**src/rtl/sct_pkg.sv**
```systemverilog
package sct_pkg;
  localparam int LAYER_W  = 3;
  localparam int N_LAYERS = 6;
  localparam int THR_W    = 3;
  localparam int THR_MIN  = 1;
  localparam int THR_MAX  = 6;
  localparam int CNT_W    = 3;

  localparam int OFS_MASK  = 'h00;
  localparam int OFS_FORCE = 'h01;
  localparam int OFS_THR   = 'h02;
  localparam int OFS_LAYER = 'h20;

  typedef logic [LAYER_W-1:0] layer_t;
  typedef logic [THR_W-1:0]   thr_t;
endpackage

```
**src/rtl/sct_sync.sv**
```systemverilog
module sct_sync #(
  parameter int W = 13
) (
  input  logic         clk,
  input  logic         rst,
  input  logic [W-1:0] din,
  output logic [W-1:0] dout
);
  logic [W-1:0] stage1_q;
  logic [W-1:0] stage2_q;

  always_ff @(posedge clk) begin
    if (rst) begin
      stage1_q <= '0;
      stage2_q <= '0;
    end else begin
      stage1_q <= din;
      stage2_q <= stage1_q;
    end
  end

  assign dout = stage2_q;

  AST_SYNC_SHIFT: assert property (@(posedge clk) disable iff (rst)
    !$past(rst) |-> stage2_q == $past(stage1_q));
endmodule

```
**src/rtl/sct_cfg.sv**
```systemverilog
module sct_cfg
  import sct_pkg::*;
#(
  parameter int NUM_IN = 13,
  parameter int DATA_W = 16,
  parameter int OFS_W  = 7
) (
  input  logic                       clk,
  input  logic                       rst,
  input  logic                       we,
  input  logic                       sel,
  input  logic [OFS_W-1:0]           ofs,
  input  logic [DATA_W-1:0]          wdata,
  output logic [NUM_IN-1:0]          mask,
  output logic [NUM_IN-1:0]          force_in,
  output thr_t                       thr,
  output logic [NUM_IN*LAYER_W-1:0]  layer_flat
);
  logic [NUM_IN-1:0] mask_q;
  logic [NUM_IN-1:0] force_q;
  thr_t              thr_q;
  thr_t              thr_clamped;
  layer_t            layer_q [NUM_IN];
  logic              wr_hit;

  assign wr_hit = we && sel;

  always_comb begin
    if (wdata == '0)
      thr_clamped = thr_t'(THR_MIN);
    else if (wdata > DATA_W'(THR_MAX))
      thr_clamped = thr_t'(THR_MAX);
    else
      thr_clamped = wdata[THR_W-1:0];
  end

  always_ff @(posedge clk) begin
    if (rst) begin
      mask_q  <= '0;
      force_q <= '0;
      thr_q   <= thr_t'(THR_MAX);
    end else if (wr_hit) begin
      if (ofs == OFS_W'(OFS_MASK))  mask_q  <= wdata[NUM_IN-1:0];
      if (ofs == OFS_W'(OFS_FORCE)) force_q <= wdata[NUM_IN-1:0];
      if (ofs == OFS_W'(OFS_THR))   thr_q   <= thr_clamped;
    end
  end

  always_ff @(posedge clk) begin
    if (rst) begin
      for (int i = 0; i < NUM_IN; i++)
        layer_q[i] <= layer_t'(i % N_LAYERS);
    end else if (wr_hit) begin
      for (int i = 0; i < NUM_IN; i++)
        if (ofs == OFS_W'(OFS_LAYER + i))
          layer_q[i] <= wdata[LAYER_W-1:0];
    end
  end

  for (genvar i = 0; i < NUM_IN; i++) begin : g_flat
    assign layer_flat[i*LAYER_W +: LAYER_W] = layer_q[i];
  end

  assign mask     = mask_q;
  assign force_in = force_q;
  assign thr      = thr_q;

  AST_THR_RANGE: assert property (@(posedge clk) disable iff (rst)
    thr_q >= thr_t'(THR_MIN) && thr_q <= thr_t'(THR_MAX));
  AST_RESET_VALUES: assert property (@(posedge clk) disable iff (rst)
    $past(rst) |-> mask_q == '0 && force_q == '0 && thr_q == thr_t'(THR_MAX));
  AST_CFG_HOLD: assert property (@(posedge clk) disable iff (rst)
    (!$past(rst) && !$past(wr_hit)) |-> $stable(mask_q) && $stable(force_q) && $stable(thr_q));
endmodule

```
**src/rtl/sct_majority.sv**
```systemverilog
module sct_majority
  import sct_pkg::*;
#(
  parameter int NUM_IN = 13
) (
  input  logic                       clk,
  input  logic                       rst,
  input  logic [NUM_IN-1:0]          ors,
  input  logic [NUM_IN-1:0]          mask,
  input  logic [NUM_IN-1:0]          force_in,
  input  thr_t                       thr,
  input  logic [NUM_IN*LAYER_W-1:0]  layer_flat,
  output logic                       trig
);
  logic [NUM_IN-1:0]   active;
  logic [N_LAYERS-1:0] layer_hit;
  logic [CNT_W-1:0]    layer_cnt;
  logic                force_ok;
  logic                trig_d;
  logic                trig_q;

  assign active = ors & ~mask;

  always_comb begin
    layer_hit = '0;
    for (int i = 0; i < NUM_IN; i++)
      for (int l = 0; l < N_LAYERS; l++)
        if (active[i] && layer_flat[i*LAYER_W +: LAYER_W] == layer_t'(l))
          layer_hit[l] = 1'b1;
  end

  always_comb begin
    layer_cnt = '0;
    for (int l = 0; l < N_LAYERS; l++)
      layer_cnt = layer_cnt + CNT_W'(layer_hit[l]);
  end

  assign force_ok = (force_in & ~active) == '0;
  assign trig_d   = force_ok && (layer_cnt >= CNT_W'(thr));

  always_ff @(posedge clk) begin
    if (rst) trig_q <= 1'b0;
    else     trig_q <= trig_d;
  end

  assign trig = trig_q;

  AST_FORCE_GATE: assert property (@(posedge clk) disable iff (rst)
    trig_q |-> $past((force_in & ~(ors & ~mask)) == '0));
  AST_ALL_MASKED: assert property (@(posedge clk) disable iff (rst)
    (&mask) |=> !trig_q);
  AST_NO_ACTIVITY: assert property (@(posedge clk) disable iff (rst)
    (ors == '0) |=> !trig_q);
endmodule

```
**src/rtl/sct_top.sv**
```systemverilog
module sct_top
  import sct_pkg::*;
#(
  parameter int NUM_IN = 13,
  parameter int DATA_W = 16,
  parameter int ADDR_W = 8
) (
  input  logic              clk,
  input  logic              rst,
  input  logic [NUM_IN-1:0] or_a,
  input  logic [NUM_IN-1:0] or_b,
  input  logic              cfg_we,
  input  logic [ADDR_W-1:0] cfg_addr,
  input  logic [DATA_W-1:0] cfg_wdata,
  output logic              trig_a,
  output logic              trig_b,
  output logic [NUM_IN-1:0] rtx_a,
  output logic [NUM_IN-1:0] rtx_b
);
  localparam int OFS_W = ADDR_W - 1;
  localparam int N_GRP = 2;

  logic [NUM_IN-1:0] raw [N_GRP];
  logic [N_GRP-1:0]  trig;
  logic [NUM_IN-1:0] rtx_a_q;
  logic [NUM_IN-1:0] rtx_b_q;

  assign raw[0] = or_a;
  assign raw[1] = or_b;

  for (genvar g = 0; g < N_GRP; g++) begin : g_sec
    logic [NUM_IN-1:0]         synced;
    logic [NUM_IN-1:0]         grp_mask;
    logic [NUM_IN-1:0]         grp_force;
    thr_t                      grp_thr;
    logic [NUM_IN*LAYER_W-1:0] grp_layer;

    sct_sync #(.W(NUM_IN)) u_sync (
      .clk  (clk),
      .rst  (rst),
      .din  (raw[g]),
      .dout (synced)
    );

    sct_cfg #(.NUM_IN(NUM_IN), .DATA_W(DATA_W), .OFS_W(OFS_W)) u_cfg (
      .clk        (clk),
      .rst        (rst),
      .we         (cfg_we),
      .sel        (cfg_addr[ADDR_W-1] == 1'(g)),
      .ofs        (cfg_addr[OFS_W-1:0]),
      .wdata      (cfg_wdata),
      .mask       (grp_mask),
      .force_in   (grp_force),
      .thr        (grp_thr),
      .layer_flat (grp_layer)
    );

    sct_majority #(.NUM_IN(NUM_IN)) u_maj (
      .clk        (clk),
      .rst        (rst),
      .ors        (synced),
      .mask       (grp_mask),
      .force_in   (grp_force),
      .thr        (grp_thr),
      .layer_flat (grp_layer),
      .trig       (trig[g])
    );
  end

  always_ff @(posedge clk) begin
    rtx_a_q <= or_a;
    rtx_b_q <= or_b;
  end

  assign trig_a = trig[0];
  assign trig_b = trig[1];
  assign rtx_a  = rtx_a_q;
  assign rtx_b  = rtx_b_q;

  AST_RTX_COPY: assert property (@(posedge clk) disable iff (rst)
    rtx_a_q == $past(or_a) && rtx_b_q == $past(or_b));
  AST_IDLE_GROUP_QUIET: assert property (@(posedge clk) disable iff (rst)
    (or_b == '0 && $past(or_b) == '0 && $past(or_b, 2) == '0 && !$past(rst, 3)) |=> !trig_b);
endmodule

```
**config.mk**
```make
export PLATFORM = sky130hd
export DESIGN_NAME = sct_top
export DESIGN_NICKNAME = d
export VERILOG_FILES = /design/src/rtl/sct_pkg.sv /design/src/rtl/sct_sync.sv /design/src/rtl/sct_cfg.sv /design/src/rtl/sct_majority.sv /design/src/rtl/sct_top.sv
export SDC_FILE = /design/constraint.sdc
export NUM_CORES = 1
export LEC_CHECK = 0
export BUFFER_PORTS_ARGS = -buffer_cell sky130_fd_sc_hd__buf_2
export CORE_MARGIN = 2
export CORE_UTILIZATION = 35
export DETAILED_ROUTE_END_ITERATION = 10
export MAX_ROUTING_LAYER = met4
export PLACE_DENSITY = 0.56
export SLEW_MARGIN = 40
export SYNTH_ARGS = -nofsm -noshare
export SYNTH_HDL_FRONTEND = slang
export SYNTH_HIERARCHICAL = 1
export SYNTH_SLANG_ARGS = --single-unit
```
**constraint.sdc**
```tcl
create_clock -name clk -period 4.3 [get_ports clk]
set_input_delay 0.86 -clock clk [delete_from_list [all_inputs] [get_ports clk]]
set_output_delay 0.86 -clock clk [all_outputs]
set_load 0.005 [all_outputs]
```
# --- Yosys cells after proc, flatten, opt, wreduce, memory -nomap -nowiden ---
# Memories as Yosys holds them, arrays and structs flattened.
# Cells that the tools add are included.
word_totals:
  reg_bits: 138
  latchBits: 0
  out_inout_bits: 28
  input_bits: 53
  wordCells: 682
  ram_bits: 78
  mem_count: 2
  romBits: 0
memory_table:
  columns: ["name", "words", "width", "rd", "rd_ports_with_merged_regs", "write_ports", "line", "rtl"]
  rows:
  - ["g_sec[0].u_cfg.layer_q", 13, 3, 13, 0, 13, "sct_cfg.sv:23", "layer_t layer_q [NUM_IN];"]
  - ["g_sec[1].u_cfg.layer_q", 13, 3, 13, 0, 13, "sct_cfg.sv:23", null]
op_classes:
  n_reduce_logical: 196
  n_mul: 0
  n_shift: 0
  n_eq_ne: 145
  addsub: 10
  n_bitwise: 35
  n_div: 0
  n_lt_le_gt_ge: 3
  n_mux: 277
op_table:
  columns: ["op", "count"]
  rows:
  - ["$mux 1", 249]
  - ["$logic_and 1x1->1", 160]
  - ["$eq 3x2->1 const B", 52]
  - ["$eq 3x3->1 const B", 52]
  - ["$eq 7x6->1 const B", 13]
  - ["$mux 3", 28]
  - ["$eq 3x1->1 const B", 26]
  - ["$logic_not 3->1", 26]
  - ["$and 13x13->13", 4]
  - ["$not 13->13", 4]
  - ["$logic_not 13->1", 2]
  - ["$or 1x1->1", 26]
  - ["$add 3x1->3", 8]
  - ["$gt 16x3->1 const B", 1]
  - ["$logic_not 16->1", 1]
  - ["$reduce_and 2->1", 6]
  - ["$eq 7x1->1 const B", 1]
  - ["$eq 7x2->1 const B", 1]
  - ["$logic_not 7->1", 1]
  - ["$ge 3x3->1", 2]
  - ["$add 1x1->2", 2]
  - ["$not 1->1", 1]

# --- Longest topological paths before layout ---
# Gate-level depths: netlist (run 1).
logic_depth:
  word_depth: 23
  mapped_depth: 13
  depth_no_buf: 13

# --- Modules after synthesis ---
# Netlist (run 1), hierarchy kept.
by_module_without_submodules:
  columns: ["module", "n_inst", "area_per_inst_um2", "cells_per_inst", "seq_area_each_um2"]
  rows:
  - ["sct_cfg (g_sec[0].u_cfg)", 1, 2912.8, 267, 1751.7]
  - ["sct_cfg (g_sec[1].u_cfg)", 1, 2910.3, 268, 1751.7]
  - ["sct_sync", 2, 700.7, 54, 520.5]
  - ["sct_majority (g_sec[1].u_maj)", 1, 1157.4, 158, 20.0]
  - ["sct_majority (g_sec[0].u_maj)", 1, 1143.6, 155, 20.0]
  - ["sct_top", 1, 524.3, 27, 520.5]

# --- Least setup slack after synthesis (run 1) ---
# OpenSTA, ideal clock, no wires.
synth_timing:
  path_kind: "flip-flop to flip-flop"
  from: "mem g_sec[0].u_cfg/layer_q[1][13] (netlist name)"
  to: "reg g_sec[0].u_maj.trig_q"
  setup_time_ns: 0.092
  required_time_ns: 4.208
  arrival_time_ns: 3.546
  stages_incl_launch_ff: 13
  slack_ns: 0.662
  n_path_buf: 0
  path_cell_list: "edfxtp_1 -> or4b_2 -> o22ai_1 -> a2111oi_0 -> nand4_1 -> fa_1 -> fa_1 -> ha_1 -> fa_1 -> ha_1 -> a21o_1 -> a21oi_1 -> nor4_1"
synth_lines:
  columns: ["item", "line", "rtl"]
  rows:
  - ["from (decl)", "sct_cfg.sv:23", null]
  - ["to (signal assigned)", "sct_majority.sv:43", "else trig_q <= trig_d;"]
  - ["to (decl)", "sct_majority.sv:20", "logic trig_q;"]

==> flow_summary_export.csv, run 1 <==
group,metric,value,unit
timing,max_freq,247,MHz
clock_tree,clk_latency,0.53,ns
synthesis,synth_xor_area_frac,0,
synthesis,synth-simple-area-share,0.294,
synthesis,syn_avg_cell_area,10.2,um2
placed_design,portBuffers,80,
timing,setup_slack,0.253,ns
worst_setup_path,cp.required,4.74,ns
timing,worst_pin_slew,0.853,ns
clock_tree,cts_resized,0,
clock_tree,ctsHtreeMaxLevel,1,
timing,setup_viol_count_final,0,
routing,drtIter0Drc,1225,
synthesis,ys_seq_elements,216,
routing,drt-total-wl,33.0,mm
worst_setup_path,setup.worst_path.start,"g_sec[1].u_cfg/layer_q[0][13]$_SDFFCE_PN0P_",
grt,grt_max_degree,76,
routing,wl_per_cell,22.6,um
synthesis,muxShareOfSynthArea,0,
finish,regArea,5100,um2
placed_design,post-place-ws,0.321,ns
synthesis,ys_seq_area_frac,0.508,
finish,nets,1123,
worst_setup_path,critical_path.endpoint,"g_sec[1].u_maj/trig$_SDFF_PP0_",
timing,finalSetupTns,0,ns
routing,via_per_inst,5.82,
clock_tree,cts-root-buf,"clkbuf_16",
worst_setup_path,rr_endpoint,"g_sec[1].u_maj/trig$_SDFF_PP0_",
floorplan,initial_core_util,0.353,
synthesis,synth_fa_ha_area_frac,0.0219,
pwr,ir_drop,0.276,mV
floorplan,core,28500,um2
clock_tree,postCtsHoldBufs,0,
finish,finalNonFillerCells,1460,
grt,grt_pass1_vias,7872,
clock_tree,clock_sinks,216,
grt,grt_util_all_layers,0.223,
placed_design,place_inst,1412,
timing,slew_headroom,0.430,
synthesis,yosysUniqueCellTypes,71,
synthesis,synth_top_family_by_area,"simple AND/OR/NAND/NOR gates",
grt,grt_pass1_wl,50.0,mm
worst_setup_path,critical_path_class,"flip-flop to flip-flop",
finish,diodes,0,
finish,design_area,11800,um2
worst_setup_path,cp_max_fo,3,
timing,worst_hold_slack,0.430,ns
finish,fillers,2789,
floorplan,rows,62,
pwr,p_leak,4.26,nW
pwr,power_density,421,nW/um2
timing,skew,0.00597,ns
routing,num_vias,8495,
worst_setup_path,cp.arrival,4.49,ns
routing,ant_nets,0,
clock_tree,cts_buffers,26,
grt,grt_overflow,0,
status,status,"complete, no violations",
synthesis,ys_warn_count,6,
synthesis,syn-num-nets,1050,
clock_tree,cts_tree,"done",
finish,multi_input_area,4540,um2
timing,fin_crit_sh,0.941,
placed_design,gp_congestion,0.978,
synthesis,synth_compound_area_frac,0.132,
clock_tree,clockBufferDepth,3,
grt,antenna_found_initial,0,
worst_setup_path,regToRegSetupSlack,0.25,ns
placed_design,placed_area,10900,um2
placed_design,dpl.hpwl,24.0,mm
synthesis,syn-cell-area,10000,um2
floorplan,die_h,173,um
finish,drive_above_1_share,0.163,
synthesis,synth_flop_cell,"dfxtp_1",
finish,areaGrowthSynthToFinish,17.2,%
routing,drtPass1Iterations,5,
pwr,power,4.96,mW
hold_path,hold_start,"g_sec[0].u_sync/stage1_q[0]$_SDFF_PP0_",
clock_tree,clkTransAtPathRegs,0.06,ns
synthesis,synth_edf_count,78,
hold_path,hp-class,"flip-flop to flip-flop",
routing,drc_errors,0,
worst_setup_path,critPathCaptureType,"flip-flop",
finish,final_core_util,0.414,
floorplan,die_x,173,um
floorplan,ios,81,
synthesis,async_flop_share,0,
clock_tree,post_cts_buffers,0,
timing,hold_violations,0,
worst_setup_path,r2r_cells,12,
timing,maxSlewViolCount,0,
worst_setup_path,worstReg2RegStart,"g_sec[1].u_cfg/layer_q[0][13]$_SDFFCE_PN0P_",
job,maxCapViolCount,0,
timing,grt_setup_unrepaired,"no",
floorplan,die_area,30100,um2
synthesis,synth_cells,983,
timing,period_needed,4.05,ns
worst_setup_path,cp-start-kind,"flip-flop",
## logic make-up after synthesis
logic type | Yosys count
flops | 216
fa+ha+maj | 14
simple gates | 458
buf+inv | 106
compound gates | 189
## critical path, stage by stage (launching register included)
cell and delay (ns):
edfxtp_1 0.41, nor4bb_1 0.17, a22o_1 0.25, nor4_1 0.48, nand4_1 0.22, fa_1 0.60, fa_1 0.42, ha_1 0.21
fa_1 0.49, ha_1 0.29, a21o_1 0.10, a21oi_1 0.06, nor4_1 0.25
## where the power goes
| part | leakage [nW] | internal [mW] | total [mW] | switching, mW |
|---|---|---|---|---|
| sequential | 1.89 | 2.20 | 2.27 | 0.0748 |
| combinational | 1.92 | 0.144 | 0.405 | 0.261 |
| clock | 0.453 | 1.42 | 2.28 | 0.860 |
## synthesized netlist by cell type, types with 10 or more instances
library cell | count | area (um2)
a2111oi_0 | 10 | 87.6
a21oi_1 | 61 | 305
a22oi_1 | 18 | 135
a32oi_1 | 10 | 87.6
clkbuf_1 | 36 | 135
dfxtp_1 | 138 | 2760
edfxtp_1 | 78 | 2340
inv_1 | 51 | 191
nand2_1 | 22 | 82.6
nand2b_1 | 50 | 313
nand3_1 | 20 | 100
nand4_1 | 66 | 413
nor2_1 | 54 | 203
nor2b_1 | 54 | 338
nor3_1 | 19 | 95.1
nor4_1 | 44 | 275
nor4b_1 | 30 | 263
nor4bb_1 | 19 | 190
o31ai_1 | 52 | 390
## area by class of cell
cell class | instances | area share
sequential | 216 | 0.433
clock inverter | 5 | 0.00467
multi-input combinational | 661 | 0.386
clock buffer | 43 | 0.0729
inverter | 52 | 0.0166
tap | 384 | 0.0408
timing repair buffer | 99 | 0.0463
## sequential cells by signal, summed over array words and instances (netlist names)
signal,flops
g_sec.u_sync/stage1_q,26
g_sec.u_cfg/layer_q,78
g_sec.u_maj/trig,2
g_sec.u_cfg/mask,26
g_sec.u_sync/dout,26
rtx_b,13
rtx_a,13
g_sec.u_cfg/thr,6
g_sec.u_cfg/force_in,26
## cell usage in the layout (no fill, tap or decap), types with 10 or more instances in the layout
cell         n
a22oi_1     18
edfxtp_1    78
inv_1       51
nor3_1      19
nand2b_1    50
o31ai_1     52
nor2_1      53
clkbuf_16   29
nor4b_1     30
nand2_1     22
buf_4       20
nor4bb_1    17
nor4_1      44
dfxtp_1    138
nand3_1     20
buf_2       79
nand4_1     66
a21oi_1     61
a32oi_1     10
a2111oi_0   10
nor2b_1     54
## worst min path at each step
stage	cells after the start	slack, ns	end
2_1_floorplan	1	0.41	g_sec[0].u_sync/dout[0]$_SDFF_PP0_
3_3_place_gp	1	0.42	g_sec[0].u_sync/dout[11]$_SDFF_PP0_
3_5_place_dp	1	0.42	g_sec[0].u_sync/dout[5]$_SDFF_PP0_
4_1_cts	1	0.42	rtx_b[2]$_DFF_P_
5_1_grt	1	0.42	rtx_a[9]$_DFF_P_
6_report	1	0.43	g_sec[0].u_sync/dout[0]$_SDFF_PP0_
## layer usage
layer  GRT usage  vias up  share of wire
met3      0.0515       54          0.094
li1            -     3921              -
met1       0.333     4100           0.48
met4      0.0600        0          0.023
met2       0.298      420           0.40
met5           -        -              0
Power figures use the tool's default switching activity.
==> run 2: changes to the inputs <==
Settings changed: CORE_UTILIZATION 35 to 47, PLACE_DENSITY 0.56 to 0.7.
==> run 2 against run 1 <==
Net effect: cell count decreased by 7.9%; utilization rose by 14 points; count of clock-buffer cells in the layout is 7 lower; sequential share of layout area is 0.90 points higher; largest power group is now sequential cells; combinational power is essentially flat; first-iteration DRC count fell by 11%; power decreased by 5.1%; register-to-register slack improved by 0.06 ns; global-route usage is 6.1 points higher.
==> flow_summary_export.csv, run 2 (synthesis gave the netlist of run 1 again) <==
group,metric,value,unit
worst_setup_path,cp_max_fo,5,
worst_setup_path,cp.required,4.71,ns
routing,wl_per_cell,23.1,um
clock_tree,cts_tree,"done",
grt,grt_pass1_vias,7852,
finish,nets,1121,
clock_tree,clk_latency,0.54,ns
routing,drc_errors,0,
timing,finalSetupTns,0,ns
finish,layout_commonest_cell,"dfxtp_1",
finish,diodes,0,
pwr,ir_drop,0.343,mV
worst_setup_path,crit_family,"adder cells",
worst_setup_path,cpMaxStageDelayCell,"or4b_2",
placed_design,post-place-ws,0.380,ns
placed_design,dpl.hpwl,22.7,mm
floorplan,die_h,150,um
timing,worst_hold_slack,0.430,ns
worst_setup_path,critical_path.cell_chain,"or4b_2 > o22ai_1 > a2111oi_0 > nand4_1 > fa_1 > fa_1 > ha_1 > fa_1 > ha_1 > a21o_1 > a21oi_1 > nor4_1",
clock_tree,clockBufferDepth,3,
hold_path,hp-class,"flip-flop to flip-flop",
finish,layout_common_cells,"dfxtp_1 (138), buf_2 (79), edfxtp_1 (78), nand4_1 (66), a21oi_1 (61)",
finish,drive_above_1_share,0.161,
routing,drtIter0Drc,1087,
pwr,p_leak,4.21,nW
finish,top_register,"g_sec.u_cfg/layer_q",
worst_setup_path,critical_path_class,"flip-flop to flip-flop",
clock_tree,clock_sinks,216,
clock_tree,post_cts_buffers,0,
grt,grt_pass1_wl,46.8,mm
timing,max_freq,251,MHz
finish,finalNonFillerCells,1345,
timing,fin_crit_sh,0.927,
pwr,power,4.70,mW
clock_tree,clkTransAtPathRegs,0.07,ns
grt,grt_overflow,0,
clock_tree,postCtsHoldBufs,0,
routing,drtPass1Iterations,8,
placed_design,gp_congestion,1.09,
timing,setup_viol_count_final,0,
worst_setup_path,cp-start-kind,"flip-flop",
grt,grt_max_degree,82,
timing,slew_headroom,0.429,
floorplan,die_area,22600,um2
floorplan,core,21000,um2
routing,num_vias,8516,
timing,setup_slack,0.315,ns
timing,worst_pin_slew,0.853,ns
routing,ant_nets,0,
clock_tree,cts_resized,0,
finish,largest_register_ffs,78,
clock_tree,cts_buffers,24,
floorplan,die_x,150,um
grt,grt_util_all_layers,0.284,
clock_tree,cts-root-buf,"clkbuf_16",
timing,skew,0.0206,ns
grt,antenna_found_initial,0,
floorplan,ios,81,
status,status,"complete, no violations",
placed_design,place_inst,1303,
floorplan,initial_core_util,0.478,
worst_setup_path,cp_common_cell,"fa_1",
placed_design,portBuffers,80,
routing,drt-total-wl,31.1,mm
worst_setup_path,cp_num_buf_inv,0,
worst_setup_path,slowest_delay,0.68,ns
job,maxCapViolCount,0,
timing,maxSlewViolCount,0,
timing,period_needed,3.98,ns
worst_setup_path,critPathCaptureType,"flip-flop",
timing,hold_violations,0,
finish,areaGrowthSynthToFinish,14.9,%
pwr,power_density,407,nW/um2
worst_setup_path,cp.arrival,4.40,ns
floorplan,rows,53,
routing,via_per_inst,6.33,
clock_tree,ctsHtreeMaxLevel,1,
timing,grt_setup_unrepaired,"no",
==> run 2: area by class of cell <==
| cell class | instances | area [um2] |
|---|---|---|
| clock buffers | 36 | 739 |
| clock inverters | 6 | 58.8 |
| fillers | 1877 | 9480 |
| inverters | 52 | 195 |
| multi-input cells | 661 | 4550 |
| flip-flops and latches | 216 | 5100 |
| well taps | 275 | 344 |
| repair buffers | 99 | 549 |
==> run 2: report_power, final <==
part	internal [mW]	switching, mW	leakage, nW
logic	0.145	0.258	1.92
registers	2.20	0.0769	1.89
clock network	1.19	0.828	0.397
==> run 2: routing by layer <==
| metal | up-vias | wire length, um | global-route usage |
|---|---|---|---|
| li1 | 3921 | - | - |
| met3 | 45 | 3710 | 0.0718 |
| met1 | 4043 | 14300 | 0.430 |
| met2 | 507 | 12600 | 0.381 |
| met4 | 0 | 556 | 0.0599 |
| met5 | - | 0 | - |
==> run 2: final timing paths <==
check | from | endpoint | slack [ns] | depth (start not counted)
setup / recovery | g_sec[0].u_cfg/layer_q[1][13]$_SDFFCE_PP0P_ | g_sec[0].u_maj/trig$_SDFF_PP0_ | 0.32 | 12
hold / removal | g_sec[1].u_sync/stage1_q[2]$_SDFF_PP0_ | g_sec[1].u_sync/dout[2]$_SDFF_PP0_ | 0.43 | 1
setup reg to reg | g_sec[0].u_cfg/layer_q[1][13]$_SDFFCE_PP0P_ | g_sec[0].u_maj/trig$_SDFF_PP0_ | 0.32 | 12
hold reg to reg | g_sec[1].u_sync/stage1_q[2]$_SDFF_PP0_ | g_sec[1].u_sync/dout[2]$_SDFF_PP0_ | 0.43 | 1
==> run 2: worst register-to-register path: cells and delay by family, from the launching register on <==
kind | cells | cell delay, ns
compound gates | 4 | 0.42
simple gates | 3 | 1.13
fa+ha+maj | 5 | 1.88
flops | 1 | 0.44
==> run 2: through the flow <==
step                      instance area (um2)  utilization
after floorplan                         10000            -
after global placement                  10700        0.510
after detailed placement                10700        0.511
after CTS                               11500        0.549
after global routing                    11500        0.549
final                                   11500        0.549
==> run 3: changes to the inputs <==
Settings changed: CORE_ASPECT_RATIO set to 1.2, SLEW_MARGIN 40 to unset.
==> run 3 against run 2 <==
Net effect: flip-flop and latch count unchanged; wire length grew 1.1%; sequential share of layout area increased by 0.18 points; hold slack about the same; clock skew grew 0.0046 ns; clock power decreased by 3%; combinational power down 1%; maximum frequency decreased by 2.4%.
==> flow_summary_export.csv, run 3 (synthesis gave the netlist of run 1 again) <==
group,metric,value,unit
routing,wl_per_cell,23.5,um
routing,drtIter0Drc,642,
timing,slew_headroom,0.299,
worst_setup_path,cp_max_fo,3,
grt,grt_pass1_vias,8156,
floorplan,die_x,137,um
floorplan,rows,58,
floorplan,initial_core_util,0.479,
timing,period_needed,4.08,ns
timing,skew,0.0252,ns
clock_tree,clk_latency,0.52,ns
placed_design,dpl.hpwl,23.6,mm
routing,drtPass1Iterations,5,
finish,layout_commonest_cell,"dfxtp_1",
clock_tree,cts-root-buf,"clkbuf_16",
finish,drive_above_1_share,0.158,
status,status,"complete, no violations",
timing,worst_pin_slew,1.05,ns
placed_design,portBuffers,80,
hold_path,hp-class,"flip-flop to flip-flop",
routing,drt-total-wl,31.5,mm
worst_setup_path,cp-start-kind,"flip-flop",
grt,grt_max_degree,78,
grt,antenna_found_initial,0,
finish,areaGrowthSynthToFinish,14.4,%
job,maxCapViolCount,0,
clock_tree,postCtsHoldBufs,0,
finish,largest_register_ffs,78,
grt,grt_pass1_wl,47.4,mm
pwr,p_leak,4.19,nW
routing,drc_errors,0,
pwr,ir_drop,0.320,mV
clock_tree,cts_resized,0,
finish,layout_common_cells,"dfxtp_1 (138), buf_2 (79), edfxtp_1 (78), nand4_1 (66), a21oi_1 (61)",
routing,num_vias,8410,
worst_setup_path,cp.arrival,4.50,ns
pwr,power,4.62,mW
finish,nets,1120,
pwr,power_density,402,nW/um2
grt,grt_overflow,0,
floorplan,core,21000,um2
grt,grt_util_all_layers,0.289,
clock_tree,clockBufferDepth,3,
clock_tree,clkTransAtPathRegs,0.06,ns
timing,setup_viol_count_final,0,
finish,diodes,0,
timing,hold_violations,0,
worst_setup_path,cp.required,4.72,ns
worst_setup_path,critical_path_class,"flip-flop to flip-flop",
timing,fin_crit_sh,0.950,
finish,top_register,"g_sec.u_cfg/layer_q",
clock_tree,cts_tree,"done",
timing,finalSetupTns,0,ns
floorplan,ios,81,
timing,max_freq,245,MHz
clock_tree,ctsHtreeMaxLevel,1,
clock_tree,post_cts_buffers,0,
timing,grt_setup_unrepaired,"no",
worst_setup_path,critPathCaptureType,"flip-flop",
placed_design,gp_congestion,1.06,
floorplan,die_area,22600,um2
routing,ant_nets,0,
clock_tree,cts_buffers,22,
floorplan,die_h,164,um
routing,via_per_inst,6.29,
timing,maxSlewViolCount,0,
clock_tree,clock_sinks,216,
[run 3: cell count changes in the layout (fill, tap and decap cells not counted), moves of 2 or more]
cell        delta
clkbuf_1       -3
clkbuf_16      -3
clkinv_2       +2
clkinvlp_4     +2
bufinv_16      +2
clkbuf_8       -4
[run 3: final cells by class]
cell class / count / area, um2
Inverter: 52 / 195
Clock inverter: 14 / 161
Sequential cell: 216 / 5100
Tap cell: 270 / 338
Fill cell: 1870 / 9480
Timing Repair Buffer: 100 / 566
Multi-Input combinational cell: 661 / 4540
Clock buffer: 25 / 593
[run 3: per-stage QoR]
step / instance area (um2) / worst slack, ns / hold WS [ns] / util / instances
after detailed placement: 10700 / 0.190 / 0.420 / 0.512 / 1299
after global routing: 11500 / 0.113 / 0.425 / 0.548 / 1338
after floorplan: 10000 / 0.662 / 0.411 / - / 983
after global placement: 10700 / 0.273 / 0.417 / 0.512 / 1299
after CTS: 11500 / 0.207 / 0.426 / 0.548 / 1338
final: 11500 / 0.217 / 0.430 / 0.548 / 1338
[run 3: layer usage]
metal | vias up | track usage | part of all wire
li1 | 3899 | - | -
met1 | 4049 | 0.310 | 0.37
met2 | 344 | 0.501 | 0.51
met3 | 118 | 0.0321 | 0.046
met4 | 0 | 0.192 | 0.079
met5 | - | - | 0
[run 3: path summary, 6_finish.rpt]
check	from	to	slack (ns)	depth (start not counted)
max	g_sec[1].u_cfg/layer_q[0][13]$_SDFFCE_PN0P_	g_sec[1].u_maj/trig$_SDFF_PP0_	0.22	12
min	g_sec[0].u_sync/stage1_q[2]$_SDFF_PP0_	g_sec[0].u_sync/dout[2]$_SDFF_PP0_	0.43	1
max reg2reg	g_sec[1].u_cfg/layer_q[0][13]$_SDFFCE_PN0P_	g_sec[1].u_maj/trig$_SDFF_PP0_	0.22	12
min reg2reg	g_sec[0].u_sync/stage1_q[2]$_SDFF_PP0_	g_sec[0].u_sync/dout[2]$_SDFF_PP0_	0.43	1
[run 3: critical path, stage by stage (launching register included)]
cell      delay [ns]
edfxtp_1        0.40
nor4bb_1        0.18
a22o_1          0.26
nor4_1          0.46
nand4_1         0.28
fa_1            0.62
fa_1            0.42
ha_1            0.21
fa_1            0.48
ha_1            0.28
a21o_1          0.10
a21oi_1         0.06
nor4_1          0.25
[run 3: power by group]
group,total [mW],internal [mW],switching (mW),leakage [nW]
Combinational,0.399,0.143,0.256,1.93
Sequential,2.27,2.20,0.0680,1.89
Clock,1.95,1.13,0.827,0.368
Total,4.62,3.47,1.15,4.19
